## src/rtl/gpio_pkg.sv

```systemverilog
package gpio_pkg;

    // Register kinds; the numeric value is the block index in the address map
    typedef enum logic [2:0] {
        RK_LEVEL = 3'd0,
        RK_DIR   = 3'd1,
        RK_SET   = 3'd2,
        RK_CLR   = 3'd3,
        RK_RISE  = 3'd4,
        RK_FALL  = 3'd5,
        RK_STAT  = 3'd6,
        RK_NONE  = 3'd7
    } reg_kind_e;

    localparam int unsigned NUM_KINDS = 7;

    // Decoded bus access
    typedef struct packed {
        reg_kind_e kind;
        logic      wr;
    } bus_op_t;

    function automatic reg_kind_e kind_of(input int unsigned word_idx,
                                          input int unsigned words);
        int unsigned k;
        k = word_idx / words;
        if (k < NUM_KINDS) return reg_kind_e'(k[2:0]);
        return RK_NONE;
    endfunction

endpackage

```

## src/rtl/gpio_sync.sv

```systemverilog
module gpio_sync #(
    parameter int unsigned W = 64
) (
    input  logic         clk,
    input  logic         rst,
    input  logic [W-1:0] d,
    output logic [W-1:0] q,
    output logic [W-1:0] q_prev
);
    logic [W-1:0] meta;

    always_ff @(posedge clk) begin
        if (rst) begin
            meta   <= '0;
            q      <= '0;
            q_prev <= '0;
        end else begin
            meta   <= d;
            q      <= meta;
            q_prev <= q;
        end
    end
endmodule

```

## src/rtl/gpio_edge.sv

```systemverilog
module gpio_edge #(
    parameter int unsigned W = 64
) (
    input  logic         clk,
    input  logic         rst,
    input  logic [W-1:0] cur,
    input  logic [W-1:0] prev,
    input  logic [W-1:0] rise_en,
    input  logic [W-1:0] fall_en,
    input  logic [W-1:0] clr_mask,
    output logic [W-1:0] status
);
    logic [W-1:0] hit;

    for (genvar i = 0; i < W; i++) begin : g_pin
        assign hit[i] = (rise_en[i] &  cur[i] & ~prev[i])
                      | (fall_en[i] & ~cur[i] &  prev[i]);
    end

    // a fresh edge outranks a clearing write on the same bit
    always_ff @(posedge clk) begin
        if (rst) status <= '0;
        else     status <= (status & ~clr_mask) | hit;
    end
endmodule

```

## src/rtl/gpio_regs.sv

```systemverilog
module gpio_regs
    import gpio_pkg::*;
#(
    parameter int unsigned NUM_PINS = 64,
    parameter int unsigned DATA_W   = 32,
    localparam int unsigned WORDS   = NUM_PINS / DATA_W
) (
    input  logic                clk,
    input  logic                rst,
    input  logic [WORDS-1:0]    word_we,
    input  reg_kind_e           kind,
    input  logic [DATA_W-1:0]   wdata,
    output logic [NUM_PINS-1:0] latch,
    output logic [NUM_PINS-1:0] dir,
    output logic [NUM_PINS-1:0] rise_en,
    output logic [NUM_PINS-1:0] fall_en,
    output logic [NUM_PINS-1:0] stat_clr
);
    logic [NUM_PINS-1:0] lane_en;
    logic [NUM_PINS-1:0] wide;
    logic [NUM_PINS-1:0] set_m, clr_m, dir_m, rise_m, fall_m;

    for (genvar w = 0; w < WORDS; w++) begin : g_lane
        assign lane_en[w*DATA_W +: DATA_W] = {DATA_W{word_we[w]}};
    end

    assign wide     = {WORDS{wdata}};
    assign set_m    = (kind == RK_SET)  ? (wide & lane_en) : '0;
    assign clr_m    = (kind == RK_CLR)  ? (wide & lane_en) : '0;
    assign stat_clr = (kind == RK_STAT) ? (wide & lane_en) : '0;
    assign dir_m    = (kind == RK_DIR)  ? lane_en : '0;
    assign rise_m   = (kind == RK_RISE) ? lane_en : '0;
    assign fall_m   = (kind == RK_FALL) ? lane_en : '0;

    always_ff @(posedge clk) begin
        if (rst) begin
            latch   <= '0;
            dir     <= '0;
            rise_en <= '0;
            fall_en <= '0;
        end else begin
            latch   <= (latch | set_m) & ~clr_m;
            dir     <= (dir     & ~dir_m)  | (wide & dir_m);
            rise_en <= (rise_en & ~rise_m) | (wide & rise_m);
            fall_en <= (fall_en & ~fall_m) | (wide & fall_m);
        end
    end
endmodule

```

## src/rtl/gpio_ctrl.sv

```systemverilog
module gpio_ctrl
    import gpio_pkg::*;
#(
    parameter int unsigned NUM_PINS = 64,
    parameter int unsigned DATA_W   = 32,
    parameter int unsigned ADDR_W   = 8
) (
    input  logic                clk,
    input  logic                rst,
    input  logic [ADDR_W-1:0]   addr,
    input  logic                we,
    input  logic [DATA_W-1:0]   wdata,
    output logic [DATA_W-1:0]   rdata,
    input  logic [NUM_PINS-1:0] pin_in,
    output logic [NUM_PINS-1:0] pin_out,
    output logic [NUM_PINS-1:0] pin_oe,
    output logic                irq
);
    localparam int unsigned WORDS    = NUM_PINS / DATA_W;
    localparam int unsigned BYTE_LSB = $clog2(DATA_W / 8);
    localparam int unsigned IDX_W    = ADDR_W - BYTE_LSB;

    logic [IDX_W-1:0]    word_idx;
    int unsigned         word_num;
    int unsigned         cur_word;
    bus_op_t             op;
    logic [WORDS-1:0]    word_we;

    logic [NUM_PINS-1:0] level, level_prev;
    logic [NUM_PINS-1:0] dir, rise_en, fall_en, stat_clr;
    logic [NUM_PINS-1:0] status_q;

    assign word_idx = addr[ADDR_W-1:BYTE_LSB];
    assign word_num = 32'(word_idx);
    assign cur_word = word_num % WORDS;
    assign op.kind  = kind_of(word_num, WORDS);
    assign op.wr    = we;

    for (genvar w = 0; w < WORDS; w++) begin : g_wsel
        assign word_we[w] = op.wr && (cur_word == w);
    end

    gpio_sync #(.W(NUM_PINS)) u_sync (
        .clk    (clk),
        .rst    (rst),
        .d      (pin_in),
        .q      (level),
        .q_prev (level_prev)
    );

    gpio_regs #(.NUM_PINS(NUM_PINS), .DATA_W(DATA_W)) u_regs (
        .clk      (clk),
        .rst      (rst),
        .word_we  (word_we),
        .kind     (op.kind),
        .wdata    (wdata),
        .latch    (pin_out),
        .dir      (dir),
        .rise_en  (rise_en),
        .fall_en  (fall_en),
        .stat_clr (stat_clr)
    );

    gpio_edge #(.W(NUM_PINS)) u_edge (
        .clk      (clk),
        .rst      (rst),
        .cur      (level),
        .prev     (level_prev),
        .rise_en  (rise_en),
        .fall_en  (fall_en),
        .clr_mask (stat_clr),
        .status   (status_q)
    );

    assign pin_oe = dir;
    assign irq    = |status_q;

    always_comb begin
        case (op.kind)
            RK_LEVEL: rdata = level   [cur_word*DATA_W +: DATA_W];
            RK_DIR:   rdata = dir     [cur_word*DATA_W +: DATA_W];
            RK_RISE:  rdata = rise_en [cur_word*DATA_W +: DATA_W];
            RK_FALL:  rdata = fall_en [cur_word*DATA_W +: DATA_W];
            RK_STAT:  rdata = status_q[cur_word*DATA_W +: DATA_W];
            default:  rdata = '0;
        endcase
    end
endmodule

```

## config.mk

```make
export PLATFORM = sky130hd
export DESIGN_NAME = gpio_ctrl
export DESIGN_NICKNAME = d
export VERILOG_FILES = /design/src/rtl/gpio_pkg.sv /design/src/rtl/gpio_sync.sv /design/src/rtl/gpio_edge.sv /design/src/rtl/gpio_regs.sv /design/src/rtl/gpio_ctrl.sv
export SDC_FILE = /design/constraint.sdc
export NUM_CORES = 1
export LEC_CHECK = 0
export BUFFER_PORTS_ARGS = -buffer_cell sky130_fd_sc_hd__buf_2
export CORE_MARGIN = 10
export CORE_UTILIZATION = 62
export CTS_BUF_LIST = sky130_fd_sc_hd__clkbuf_8 sky130_fd_sc_hd__clkbuf_16
export CTS_CLUSTER_SIZE = 16
export DETAILED_ROUTE_END_ITERATION = 12
export PLACE_DENSITY = 0.85
export SYNTH_ARGS = -nofsm -noshare
export SYNTH_HDL_FRONTEND = slang
export SYNTH_SLANG_ARGS = --single-unit
```

## constraint.sdc

```tcl
create_clock -name clk -period 2.8 [get_ports clk]
set_clock_uncertainty 0.15 [all_clocks]
set_input_delay 0.14 -clock clk [delete_from_list [all_inputs] [get_ports clk]]
set_output_delay 0.14 -clock clk [all_outputs]
set_load 0.05 [all_outputs]
```

# ---- Word level (Yosys, flattened, before mapping)
# Index checks and enable logic that the tools add are counted.
dict set report word_totals {
  regBits 512
  inputBits 107
  out_inout_bits 161
  word_cells 502
}
dict set report classes {
  order_cmp 1
  eq_ne 6
  shift 5
  mux 10
  bitwise 467
  reduce_logical 5
}
# operator n
set ops {}
lappend ops {{64-bit bitwise AND} 9}
lappend ops {{64-bit 2-to-1 mux} 6}
lappend ops {{64-bit inverter} 5}
lappend ops {{64-bit bitwise OR} 5}
lappend ops {{64-bit by 7-bit indexed part select with 32-bit output} 5}
lappend ops {{1-bit bitwise AND} 256}
lappend ops {{32-bit case mux with 5 select lines} 1}
lappend ops {{1-bit inverter} 128}
lappend ops {{1-bit bitwise OR} 64}
lappend ops {{64-bit OR reduction} 1}
lappend ops {{32-bit logical NOT} 1}
lappend ops {{3-bit equality test (second input constant)} 3}
lappend ops {{3-bit by 2-bit equality test with 1-bit output (second input constant)} 2}
lappend ops {{3-bit 2-to-1 mux} 2}
lappend ops {{5-bit by 3-bit less-than comparator with 1-bit output (second input constant)} 1}
lappend ops {{3-bit by 1-bit equality test with 1-bit output (second input constant)} 1}
lappend ops {{3-bit logical NOT} 1}
lappend ops {{1-bit logical AND} 2}
lappend ops {{1-bit 2-to-1 mux} 1}

# ---- Depth between registers and ports, before layout
dict set report logic_depth {
  ltp_word 8
  depth_mapped 7
}

# ---- By module
# From an unflattened synthesis, not the netlist that was laid out.
dict set report unflattened {
  cells_unflattened 2441
  area_unflattened_um2 21622.0
}
# module instances cells_each area_per_inst_um2 seq_area_each_um2
set modules_own_cells {}
lappend modules_own_cells {gpio_regs 1 1255 9900.7 5124.9}
lappend modules_own_cells {gpio_sync 1 405 5148.7 3843.7}
lappend modules_own_cells {gpio_ctrl 1 454 3296.9 0.0}
lappend modules_own_cells {gpio_edge 1 327 3275.6 1281.2}

# ---- Worst setup path before layout
# Ideal clock, no wire load.
dict set report synth_timing {
  kind {in2out}
  from {input addr[3]}
  to {output rdata[31]}
  t_arrival_ns 2.349
  setup_slack_ns 0.161
  path_stages 6
  cell_sequence {or4b_1 -> buf_2 -> clkbuf_1 -> o22ai_1 -> nor3_1 -> nor3_1}
}
dict set report synth_between {
  elab_chain_len 5
}
# element line_no
set synth_lines {}
lappend synth_lines {{from (decl)} gpio_ctrl.sv:10} ;# input logic [ADDR_W-1:0] addr,
lappend synth_lines {{5-bit by 3-bit less-than comparator with 1-bit output} gpio_pkg.sv:27} ;# if (k < NUM_KINDS) return reg_kind_e'(k[2:0]);
lappend synth_lines {{1-bit 2-to-1 mux} gpio_pkg.sv:27}
lappend synth_lines {{3-bit 2-to-1 mux (*)} gpio_pkg.sv:28} ;# return RK_NONE;
lappend synth_lines {{3-bit equality test, or another cell as far along} gpio_ctrl.sv:79} ;# case (op.kind)
lappend synth_lines {{32-bit case mux with 5 select lines (*)} gpio_ctrl.sv:79}
lappend synth_lines {{to (decl)} gpio_ctrl.sv:13} ;# output logic [DATA_W-1:0] rdata,
# Every way passes the cells marked *; elsewhere a longest branch is shown, timed or not. The select of a mux whose other input is x is not followed.

# ---- Worst setup path after layout
dict set report layout_timing {
  from {register u_edge.status[28]}
  to {output irq}
}
dict set report layout_between {
  elab_chain_len 1
}
# element line_no
set layout_lines {}
lappend layout_lines {{from (decl)} gpio_edge.sv:11} ;# output logic [W-1:0] status
lappend layout_lines {{from (signal assigned)} gpio_edge.sv:23} ;# else status <= (status & ~clr_mask) | hit;
lappend layout_lines {{64-bit OR reduction} gpio_ctrl.sv:76} ;# assign irq = |status_q;
lappend layout_lines {{to (decl)} gpio_ctrl.sv:17} ;# output logic irq
# Every way passes these cells.

==> metrics.yaml <==
clock_network:
  numCtsBuffers: 50
  clockRootBuffer: "clkbuf_16"
  cts_num_sinks: 512
  path_clk_slew_ns: 0.06
  cts_tree: "built"
  clk-insertion-delay-late_ns: 0.57
  clockBufferDepth: 3
  htreeDepth: 2
  postCtsSetupBuffers: 0
timing:
  period_minus_slack_ns: 2.75
  fin_setup_tns_ns: 0
  slew_violations: 0
  slew_headroom_pct: 47.3
  setup_viol: 0
  timing.fmax_ghz: 0.364
  worst_pin_slew_ns: 0.791
  rsz0062_at_grt: "false"
  fin_crit_sh_pct: 98.2
  hold_violations: 0
cells_and_area:
  design_area_mm2: 0.0249
  fin_cells: 3060
  layout-drive-gt1-share_pct: 16.9
  syn2layout_area_growth_pct: 22.8
  fill_cells: 2109
  nets: 2685
synth:
  synth_cell_types: 36
  synth_warnings: 0
  yosys-top-cells-area: "dfxtp_1 (50%), nand2_1 (7.7%), a21oi_1 (6.4%)"
  synth_top_area_share_pct: 50.5
  synth_ff_type: "dfxtp_1"
  yosysTopAreaCell: "dfxtp_1"
  synthArstFlopShare_pct: 0
  syn_inst: 2282
  synthesis.area_mm2: 0.0203
  synthTopCellsByCount: "dfxtp_1 (512), nand2_1 (415), a21oi_1 (261)"
  synth_nets: 2389
  synth_seq_cells: 512
  synth-seq-area-share_pct: 50.5
  synth_edf_count: 0
  synthMostInstantiatedCell: "dfxtp_1"
  avgSynthCellArea_um2: 8.90
pwr:
  pwr_density_cell_mw_per_mm2: 614
  p_leak_uw: 0.00959
  p_total_uw: 15300
  max-vdd-ir-drop_uv: 552
placement:
  dp.cells: 2861
  hpwlAfterDp_mm: 42.5
  gp_congestion: 0.924
  placed_area_mm2: 0.0221
  io_buffers: 265
grt:
  antenna_found_initial: 1
  grt_pass1_wl_mm: 106
  grt_max_degree: 100
  gr-usage-all-layers_pct: 32.0
  overflow: 0
  grt_pass1_vias: 19300
critical_path:
  reg2reg_depth: 2
  crit_type: "reg2out"
  worstPathMaxFanout: 3
  end_kind: "primary output"
  required_ns: 2.51
  r2r-start: "u_edge.status[9]"
  startpoint_type: "flip-flop"
  arrival_ns: 2.46
  critPathLaunch: "u_edge.status[28]"
floorplanning:
  dieHeight_um: 201
  io_pins: 268
  die_area_mm2: 0.0404
  core_area_mm2: 0.0325
  chipWidth_um: 201
  fp-row-count: 66
  initial_utilization_pct: 62.6
routing:
  vias: 19300
  drtAntennaViolNets: 0
  wl_per_cell_um: 22.3
  via_per_inst: 6.31
  drt_iter0_drc: 2252
  drtPass1Iterations: 7
  drc: 0
  drt_wl_total_mm: 68.3
hold_path:
  hold_depth: 3
  hold_start: "pin_in[27]"
  hp-class: "in2reg"
job:
  drv_cap: 0
run_status:
  status: "completed"
## area by class of cell
| cell class | count | area [um2] | area share [%] |
|---|---|---|---|
| Inverter | 34 | 128 | 0.512 |
| Clock inverter | 27 | 265 | 1.06 |
| Multi-Input combinational cell | 1535 | 9170 | 36.8 |
| Clock buffer | 63 | 1430 | 5.73 |
| Timing Repair Buffer | 445 | 3140 | 12.6 |
| Tap cell | 442 | 553 | 2.22 |
| Antenna cell | 2 | 5.00 | 0.0201 |
| Sequential cell | 512 | 10200 | 41.1 |
## per-stage QoR
stage / util, % / hold slack, ns / worst slack (ns)
CTS: 76.8 / 0.141 / 0.0173
finish: 76.9 / 0.157 / 0.0516
global route: 76.8 / 0.173 / 0.0203
detailed placement: 68.2 / 0.202 / 0.103
global placement: 68.2 / 0.198 / 0.212
floorplan: - / 0.118 / 0.161
## final timing paths
kind,end,slack (ns)
worst max-delay path,irq,0.05
worst min register to register,u_sync.q[53],0.28
worst max register to register,u_edge.status[9],1.74
worst min-delay path,u_sync.meta[27],0.16
## cell families after synthesis
logic type / Yosys count / share of synthesized area, %
AOI/OAI and AO/OA: 583 / 17.1
buffers and inverters: 235 / 4.74
DFF: 512 / 50.5
muxes: 126 / 6.21
and+or+nand+nor: 826 / 21.5
## where the power goes
group	switching, uW	total, uW	internal, uW	leakage, uW
Clock	2890	6880	3990	0.000859
Sequential	79.1	7490	7410	0.00416
Combinational	575	950	375	0.00457
Total	3550	15300	11800	0.00959
## layout by cell type, fill, tap and decap left out, drive strengths merged, types with 5 or more instances in the layout
| cell type | Yosys | final |
|---|---|---|
| o21ai | 68 | 68 |
| nor4 | 17 | 17 |
| nand3b | 128 | 128 |
| a31oi | 64 | 64 |
| nor3 | 8 | 8 |
| mux2i | 126 | 126 |
| a22oi | 31 | 31 |
| o22ai | 61 | 61 |
| or3 | 5 | 5 |
| nand2 | 415 | 415 |
| a311oi | 64 | 64 |
| a21oi | 261 | 261 |
| nand4 | 5 | 5 |
| clkbuf | 144 | 64 |
| nor2b | 196 | 196 |
| dfxtp | 512 | 512 |
| inv | 34 | 44 |
| nand2b | 33 | 33 |
| dlygate4sd3 | 0 | 107 |
| clkinv | 0 | 10 |
| nor2 | 6 | 6 |
| buf | 57 | 337 |
| o211ai | 30 | 30 |
## worst max-delay path, cell delays in order, from the launching register on
cell and delay (ns):
dfxtp_1 0.36, nor4_4 0.34, buf_4 0.17, nand4_1 0.18
or4_4 0.61, clkbuf_4 0.24
## metal layers
metal / vias up / routed length [um] / track usage, %
met5: - / 0 / 0
met4: 0 / 2970 / 15.7
met3: 259 / 7590 / 7.54
met2: 1330 / 32300 / 53.0
met1: 9162 / 25500 / 38.3
li1: 8562 / - / -
## what timing repair did
| action | 4_1_cts | 5_1_grt |
|---|---|---|
| endpoints found under the hold margin | 387 | 0 |
| resized for setup | 3 | 4 |
| hold buffers | 107 | 0 |
| pin swaps | 0 | 0 |
| endpoints found under the setup margin | 1 | 13 |
(Power assumes the default switching activity.)
